==> config.mk <==
export PLATFORM = sky130hd
export DESIGN_NAME = link_mode_detect
export DESIGN_NICKNAME = d
export VERILOG_FILES = /design/src/rtl/smd_pkg.sv /design/src/rtl/smd_sync.sv /design/src/rtl/smd_sampler.sv /design/src/rtl/smd_matcher.sv /design/src/rtl/link_mode_detect.sv
export SDC_FILE = /design/constraint.sdc
export NUM_CORES = 1
export LEC_CHECK = 0
export BUFFER_PORTS_ARGS = -buffer_cell sky130_fd_sc_hd__buf_2
export CORE_AREA = 2 2 70 72
export DETAILED_ROUTE_END_ITERATION = 10
export DIE_AREA = 0 0 72 74
export PLACE_DENSITY_LB_ADDON = 0.05
export SLEW_MARGIN = 10
export SYNTH_ARGS = -nofsm -noshare
export SYNTH_HDL_FRONTEND = slang
export SYNTH_HIERARCHICAL = 1
export SYNTH_SLANG_ARGS = --single-unit
==> constraint.sdc <==
create_clock -name clk -period 2.5 [get_ports clk]
set_input_delay 0.375 -clock clk [delete_from_list [all_inputs] [get_ports clk]]
set_output_delay 0.375 -clock clk [all_outputs]
set_load 0.03 [all_outputs]
==> src/rtl/smd_pkg.sv <==
package smd_pkg;
  typedef enum logic [1:0] {
    LINK_NONE  = 2'b00,
    LINK_SPI_A = 2'b01,
    LINK_SPI_B = 2'b10,
    LINK_SCI9  = 2'b11
  } link_mode_e;

  typedef enum logic [1:0] {
    CAND_IDLE,
    CAND_ZERO,
    CAND_ONE,
    CAND_NINE
  } cand_e;
endpackage

==> src/rtl/smd_sync.sv <==
module smd_sync #(
  parameter int WIDTH  = 3,
  parameter int STAGES = 2
) (
  input  logic             clk,
  input  logic             rst_n,
  input  logic [WIDTH-1:0] rst_val,
  input  logic [WIDTH-1:0] d,
  output logic [WIDTH-1:0] q
);
  logic [STAGES-1:0][WIDTH-1:0] chain;

  always_ff @(posedge clk) begin
    if (!rst_n) begin
      for (int i = 0; i < STAGES; i++) chain[i] <= rst_val;
    end else begin
      chain[0] <= d;
      for (int i = 1; i < STAGES; i++) chain[i] <= chain[i-1];
    end
  end

  assign q = chain[STAGES-1];
endmodule

==> src/rtl/smd_sampler.sv <==
module smd_sampler #(
  parameter int STAGES = 2
) (
  input  logic clk,
  input  logic rst_n,
  input  logic sclk,
  input  logic mosi,
  input  logic ss_n,
  output logic bit_vld,
  output logic bit_val,
  output logic sel_act
);
  logic [2:0] raw;
  logic [2:0] synced;
  logic       sclk_prev;

  assign raw = {ss_n, sclk, mosi};

  smd_sync #(.WIDTH(3), .STAGES(STAGES)) u_sync (
    .clk     (clk),
    .rst_n   (rst_n),
    .rst_val (3'b100),
    .d       (raw),
    .q       (synced)
  );

  always_ff @(posedge clk) begin
    if (!rst_n) sclk_prev <= 1'b0;
    else        sclk_prev <= synced[1];
  end

  assign sel_act = ~synced[2];
  assign bit_val = synced[0];
  assign bit_vld = synced[1] & ~sclk_prev & sel_act;
endmodule

==> src/rtl/smd_matcher.sv <==
module smd_matcher
  import smd_pkg::*;
#(
  parameter int WORD_BITS     = 8,
  parameter int SCI_WORD_BITS = 9
) (
  input  logic       clk,
  input  logic       rst_n,
  input  logic       clr,
  input  logic       bit_vld,
  input  logic       bit_val,
  output logic       hit,
  output link_mode_e hit_mode
);
  localparam int SPI_LEN = 2 * WORD_BITS;
  localparam int SCI_LEN = SCI_WORD_BITS + WORD_BITS;
  localparam int CW      = $clog2(SCI_LEN + 1);

  cand_e          cand_q, cand_n;
  logic [CW-1:0]  cnt_q, cnt_n;

  always_comb begin
    cand_n   = cand_q;
    cnt_n    = cnt_q;
    hit      = 1'b0;
    hit_mode = LINK_NONE;
    if (clr) begin
      cand_n = CAND_IDLE;
      cnt_n  = '0;
    end else if (bit_vld) begin
      unique case (cand_q)
        CAND_IDLE: begin
          cand_n = bit_val ? CAND_ONE : CAND_ZERO;
          cnt_n  = CW'(1);
        end
        CAND_ZERO: begin
          if (!bit_val) begin
            if (cnt_q == CW'(SPI_LEN - 1)) begin
              hit = 1'b1; hit_mode = LINK_SPI_A;
              cand_n = CAND_IDLE; cnt_n = '0;
            end else cnt_n = cnt_q + CW'(1);
          end else if (cnt_q == CW'(SCI_WORD_BITS)) begin
            cand_n = CAND_NINE; cnt_n = cnt_q + CW'(1);
          end else begin
            cand_n = CAND_ONE; cnt_n = CW'(1);
          end
        end
        CAND_ONE: begin
          if (bit_val) begin
            if (cnt_q == CW'(SPI_LEN - 1)) begin
              hit = 1'b1; hit_mode = LINK_SPI_B;
              cand_n = CAND_IDLE; cnt_n = '0;
            end else cnt_n = cnt_q + CW'(1);
          end else begin
            cand_n = CAND_ZERO; cnt_n = CW'(1);
          end
        end
        CAND_NINE: begin
          if (cnt_q == CW'(SCI_LEN - 1)) begin
            hit = 1'b1; hit_mode = LINK_SCI9;
            cand_n = CAND_IDLE; cnt_n = '0;
          end else if (bit_val) begin
            cnt_n = cnt_q + CW'(1);
          end else begin
            cand_n = CAND_ZERO; cnt_n = CW'(1);
          end
        end
        default: begin
          cand_n = CAND_IDLE; cnt_n = '0;
        end
      endcase
    end
  end

  always_ff @(posedge clk) begin
    if (!rst_n) begin
      cand_q <= CAND_IDLE;
      cnt_q  <= '0;
    end else begin
      cand_q <= cand_n;
      cnt_q  <= cnt_n;
    end
  end
endmodule

==> src/rtl/link_mode_detect.sv <==
module link_mode_detect
  import smd_pkg::*;
#(
  parameter int SYNC_STAGES   = 2,
  parameter int WORD_BITS     = 8,
  parameter int SCI_WORD_BITS = 9
) (
  input  logic       clk,
  input  logic       rst_n,
  input  logic       sclk,
  input  logic       mosi,
  input  logic       ss_n,
  output logic [1:0] mode_o,
  output logic       mode_vld_o,
  output logic       init_rst_o
);
  logic       bit_vld, bit_val, sel_act, hit;
  link_mode_e hit_mode, mode_q;

  smd_sampler #(.STAGES(SYNC_STAGES)) u_sampler (
    .clk     (clk),
    .rst_n   (rst_n),
    .sclk    (sclk),
    .mosi    (mosi),
    .ss_n    (ss_n),
    .bit_vld (bit_vld),
    .bit_val (bit_val),
    .sel_act (sel_act)
  );

  smd_matcher #(.WORD_BITS(WORD_BITS), .SCI_WORD_BITS(SCI_WORD_BITS)) u_matcher (
    .clk      (clk),
    .rst_n    (rst_n),
    .clr      (~sel_act),
    .bit_vld  (bit_vld),
    .bit_val  (bit_val),
    .hit      (hit),
    .hit_mode (hit_mode)
  );

  always_ff @(posedge clk) begin
    if (!rst_n) begin
      mode_q     <= LINK_NONE;
      mode_vld_o <= 1'b0;
      init_rst_o <= 1'b0;
    end else begin
      init_rst_o <= hit;
      if (hit) begin
        mode_q     <= hit_mode;
        mode_vld_o <= 1'b1;
      end
    end
  end

  assign mode_o = mode_q;
endmodule

---- After elaboration in Yosys (flattened, before gate mapping) ----
Cells that the tools add are included.
W data, S select, Z words.
operators by class
  add/subtract/negate cells ............... 1
  multiply operators ...................... 0
  div/mod/pow operators ................... 0
  magnitude comparators ................... 0
  equal/unequal tests ..................... 7
  shift operators ......................... 0
  multiplexer cells ....................... 30
  bitwise gates (word level) .............. 5
  reductions and logical operators ........ 3
operators with widths
  operator               count
  $mux W5                6
  $mux W2                12
  $pmux W5 S4            1
  $eq A5 B4 Y1 const B   2
  $mux W1                8
  $pmux W2 S4            1
  $pmux W2 S3            1
  $add A5 B1 Y5 const B  1
  $eq A5 B5 Y1 const B   1
  $eq A2 B2 Y1 const B   2
  $ne A3 B2 Y1 const B   1
  $not A1 Y1             3
  $pmux W1 S3            1
  $and A1 B1 Y1          2
  $eq A2 B1 Y1 const B   1
  $logic_not A2 Y1       1
  $reduce_and A2 Y1      1
  $reduce_or A2 Y1       1
storage, ports and cells
  register bits ........................... 18
  bits in latches ......................... 0
  memory bits (writable) .................. 0
  ROM bits ................................ 0
  input bits .............................. 5
  output and inout bits ................... 4
  logic and storage cells ................. 54
  memories kept ........................... 0

---- Logic depth before layout (Yosys ltp) ----
  depth in word-level cells ............... 6
  mapped depth ............................ 8
  mapped depth without buffers ............ 8

---- Modules after synthesis ----
Netlist, hierarchy kept.
modules (own cells, without submodules)
  module            instances  cells an instance  area each (um^2)
  smd_matcher       1          86                 678.2
  smd_sync          1          16                 244.0
  link_mode_detect  1          11                 131.4
  smd_sampler       1          6                  50.0

---- Least setup slack after synthesis ----
No wires, ideal clock.
  path kind ............................... register to register
  start ................................... reg u_matcher.cnt_q[0]
  end ..................................... reg mode_q[0] (netlist: mode_o[0])
  setup time .............................. 116 ps
  arrival ................................. 1,855 ps
  data required time ...................... 2,384 ps
  path slack .............................. 529 ps
  stages on the path, launching flop included .. 9
  period minus slack after synthesis ...... 1,971 ps
  path through ............................ dfxtp_1 ha_1 and3_1 ha_1 nand2_1 or3_1 a21oi_1 mux2i_1 nor2b_1
on the way
  word-level cells in the longest chain between the ends .. 6
  elaborated cells between the ends (all ways) .. 15
  those cells by class .................... 2 x eq/ne; 13 x mux
RTL lines
  element                     line                                  source
  start: declaration          smd_matcher.sv:20                     logic [CW-1:0] cnt_q, cnt_n;
  start signal: assignment    smd_matcher.sv:81                     cnt_q <= cnt_n;
  $eq A5 B4 Y1                smd_matcher.sv:38, smd_matcher.sv:50
  $mux W1                     smd_matcher.sv:38, smd_matcher.sv:50
  $mux W1 (on tied branches)  smd_matcher.sv:49, smd_matcher.sv:37
  $pmux W1 S3 (*)             smd_matcher.sv:31                     unique case (cand_q)
  $mux W1 (*)                 smd_matcher.sv:30                     end else if (bit_vld) begin
  $mux W1 (*)                 smd_matcher.sv:27                     if (clr) begin
  net hit                     link_mode_detect.sv:17                logic bit_vld, bit_val, sel_act, hit;
  end signal: assignment      link_mode_detect.sv:49                mode_q <= hit_mode;
  end: declaration            link_mode_detect.sv:18                link_mode_e hit_mode, mode_q;
Mark *: on every way through the listed nets, which the timed path passes. The rest lies on a longest branch.
A chain may end at the register's enable or synchronous reset.

---- Worst setup path in the final report ----
  start ................................... reg u_matcher.cnt_q[0]
  end ..................................... reg mode_q[1] (netlist: mode_o[1])
The elaborated chain is that of the path after synthesis.

==> flow_summary.yaml <==
place:
  numPortBuffers: 8
  gp_congestion: 0.7869
  place_area_um2: 1169
  dp.cells: 178
  hpwl_um: 1559
worst_hold_path:
  holdPathStages: 2
  hold_path_class: "input pin to register"
sta:
  whs_ns: 0.3469
  finalSetupViolCount: 0
  fin_skew_ns: 0.008251
  setup_tns_ns: 0
  rsz0062_at_grt: "false"
  min_period_over_period: 0.8879
  max_freq_mhz: 450.5
  fin_crit_ns: 2.220
  finalMaxSlewViolations: 0
  hold_violations: 0
power_and_ir_drop:
  clock_power_share: 0.395
  leakagePower_uw: 0.0004788
  vdd_ir_drop_max_v: 0.0003554
  powerDensity_nw_per_um2: 496.3
  p_sw_frac: 0.2279
  combPwrFrac: 0.091
  p_switching_uw: 138.4
  internal_power_uw: 468.9
  pwr-share-seq: 0.513
die:
  io_pins: 9
  die_w_um: 72
  core-area_um2: 4598
  die_y_um: 74
  dieArea_um2: 5328
  rows: 25
  start_util: 0.2400
synth:
  synth-adder-area-share: 0.06803
  synth_compound_area_frac: 0.1349
  synthSimpleGateAreaFrac: 0.2721
  synth.area.mux_share: 0.1088
  synth-xor-area-share: 0
  synth_cells: 119
  syn_area_per_cell_um2: 9.274
  synth_edf_count: 0
  synth_area_leaders: "dfxtp_1, mux2_4, ha_1"
  ys_seq_elements: 18
  synth_top_family_by_area: "simple AND/OR/NAND/NOR gates"
  synth_area_leader_cell: "dfxtp_1"
  synthDistinctLibCells: 40
  synthFlopType: "dfxtp_1"
  async_reset_ff_frac: 0
  yosysSeqAreaShare: 0.3265
  synth_top_area_share: 0.3265
  yosys_warnings: 6
  netlist_area_um2: 1104
setup_path:
  cp.required_ns: 2.64
  critical-path-top-cell-by-count: "ha_1"
  critical_path_class: "register to register"
  critical_path_arrival_ns: 2.36
  cp_max_fo: 7
  start_kind: "register"
  rr_worst_depth: 8
  crit_path_cell_trace: "ha_1 -> and3_1 -> ha_1 -> nand2_1 -> or3_1 -> a21oi_1 -> mux2i_1 -> nor2b_1"
  slowest_stage: "dfxtp_1"
  slowest_delay_ns: 0.45
  end_kind: "register"
global_routing:
  grt_max_degree: 17
  grt_pass1_vias: 798
  grt_use_total: 0.09182
  grt_overflow: 0
  grt_pass1_wl_um: 3760
  antenna_found_initial: 0
final_layout:
  seqCellArea_um2: 360.3
  fin_cells: 182
  fill_cells: 506
  final_nets: 140
  antenna_cells: 0
  final_area_um2: 1224
  syn_to_final_growth_pct: 10.88
  multiInputGateArea_um2: 666.9
  drive_above_1_share: 0.1953
cts:
  clkSlewWorstSetupHoldPaths_ns: 0.08
  cts_tree: "built"
  htreeDepth: 1
  cts_setup_buffers: 0
  cts_root_buffer: "clkbuf_8"
  holdBufCountCts: 0
  worstSkewPairLatency_ns: 0.25
  clkSinkCount: 18
  numCtsBuffers: 3
  cts_buffer_depth: 2
  post_cts_resized: 0
routing:
  ant_nets: 0
  drt-pass1-iter-count: 4
  vias: 820
  drtIter0Drc: 52
  viasPerCell: 4.505
  avgRoutedWirePerCell_um: 11.91
  drc: 0
  drt-total-wl_um: 2167
run_status:
  status: "finished, final reports clean"
run:
  cap_violations: 0
## critical path, delay by kind of cell, from the launching register on
family	cells	cell delay, ns
compound gates	1	0.34
fa+ha+maj	2	0.43
flops	1	0.45
mux	1	0.23
simple gates	4	0.65
## cells by family (layout without fill, tap and decap cells)
logic type / count (synthesis) / in the layout
other: 2 / 6
multiplexers: 9 / 9
adder cells (fa/ha/maj): 6 / 6
AND/OR/NAND/NOR: 45 / 45
buffers and inverters: 15 / 20
flip-flops: 18 / 18
AO/OA/AOI/OAI: 24 / 24
## power groups by stage
stage	clock network [uW]	registers, uW	logic [uW]
finish	240	312	55.6
detailed placement	0	319	56.1
global route	272	314	61.6
floorplan	0	309	60.4
global placement	0	318	57.3
CTS	259	312	56.3
## sequential cells by signal, summed over array words and instances (netlist names)
name,count
init_rst_o,1
u_matcher/cand_q,2
u_sampler/sclk_prev,1
u_sampler/u_sync/chain,3
u_sampler/u_sync/q,3
mode_o,2
u_matcher/cnt_q,5
mode_vld_o,1
## stage by stage
stage	util	setup WS, ns	total power [uW]
finish	0.2661	0.2802	607.3
global route	0.2661	0.08362	647.8
CTS	0.2661	0.2634	627.3
detailed placement	0.2542	0.3134	374.9
global placement	0.2542	0.3463	375.7
floorplan	-	0.5286	369.1
## synthesized netlist by cell type, types with 2 or more instances
cell type  instances
buf_6              3
o21ai_0            3
nor2_1             8
nand2_1            3
nand3_1            2
nor2b_1            4
nand2b_1           6
a21oi_1            9
o21ai_1            2
o211ai_1           2
ha_1               6
conb_1             2
dfxtp_1           18
nand3b_1           3
mux2i_1            3
o22ai_1            2
buf_4              3
inv_1              7
nor3b_1            3
mux2_4             6
or3_1              2
and2_1             4
## final cells by class
class,count,share of cell area
Multi-Input combinational cell,90,0.5450
Clock buffer,4,0.04499
Timing Repair Buffer,9,0.03885
Sequential cell,18,0.2945
Tap cell,54,0.05521
Inverter,7,0.02147
## placed cells by master (no fill, tap or decap), types with 6 or more instances in the layout
cell type | synthesis | layout
ha_1 | 6 | 6
conb_1 | 2 | 6
buf_2 | 1 | 8
dfxtp_1 | 18 | 18
nand2b_1 | 6 | 6
a21oi_1 | 9 | 9
nor2_1 | 8 | 8
mux2_4 | 6 | 6
inv_1 | 7 | 7
## path summary, 6_finish.rpt
kind                                  endpoint  slack (ns)                              start
max reg2reg             mode_o[1]$_SDFFE_PN0P_        0.28    u_matcher/cnt_q[0]$_SDFFE_PP0P_
min          u_sampler/u_sync/chain[0]$_DFF_P_        0.35                               mosi
min reg2reg      u_sampler/u_sync/q[0]$_DFF_P_        0.45  u_sampler/u_sync/chain[0]$_DFF_P_
max                     mode_o[1]$_SDFFE_PN0P_        0.28    u_matcher/cnt_q[0]$_SDFFE_PP0P_
## routing by layer
layer	vias up	share of wire	GRT usage
met5	-	0	0
met4	0	0.010	0.02516
met3	2	0.032	0.03252
met2	8	0.47	0.1512
met1	389	0.48	0.1147
li1	421	-	-
No activity file was read; power rests on OpenSTA's default activity.
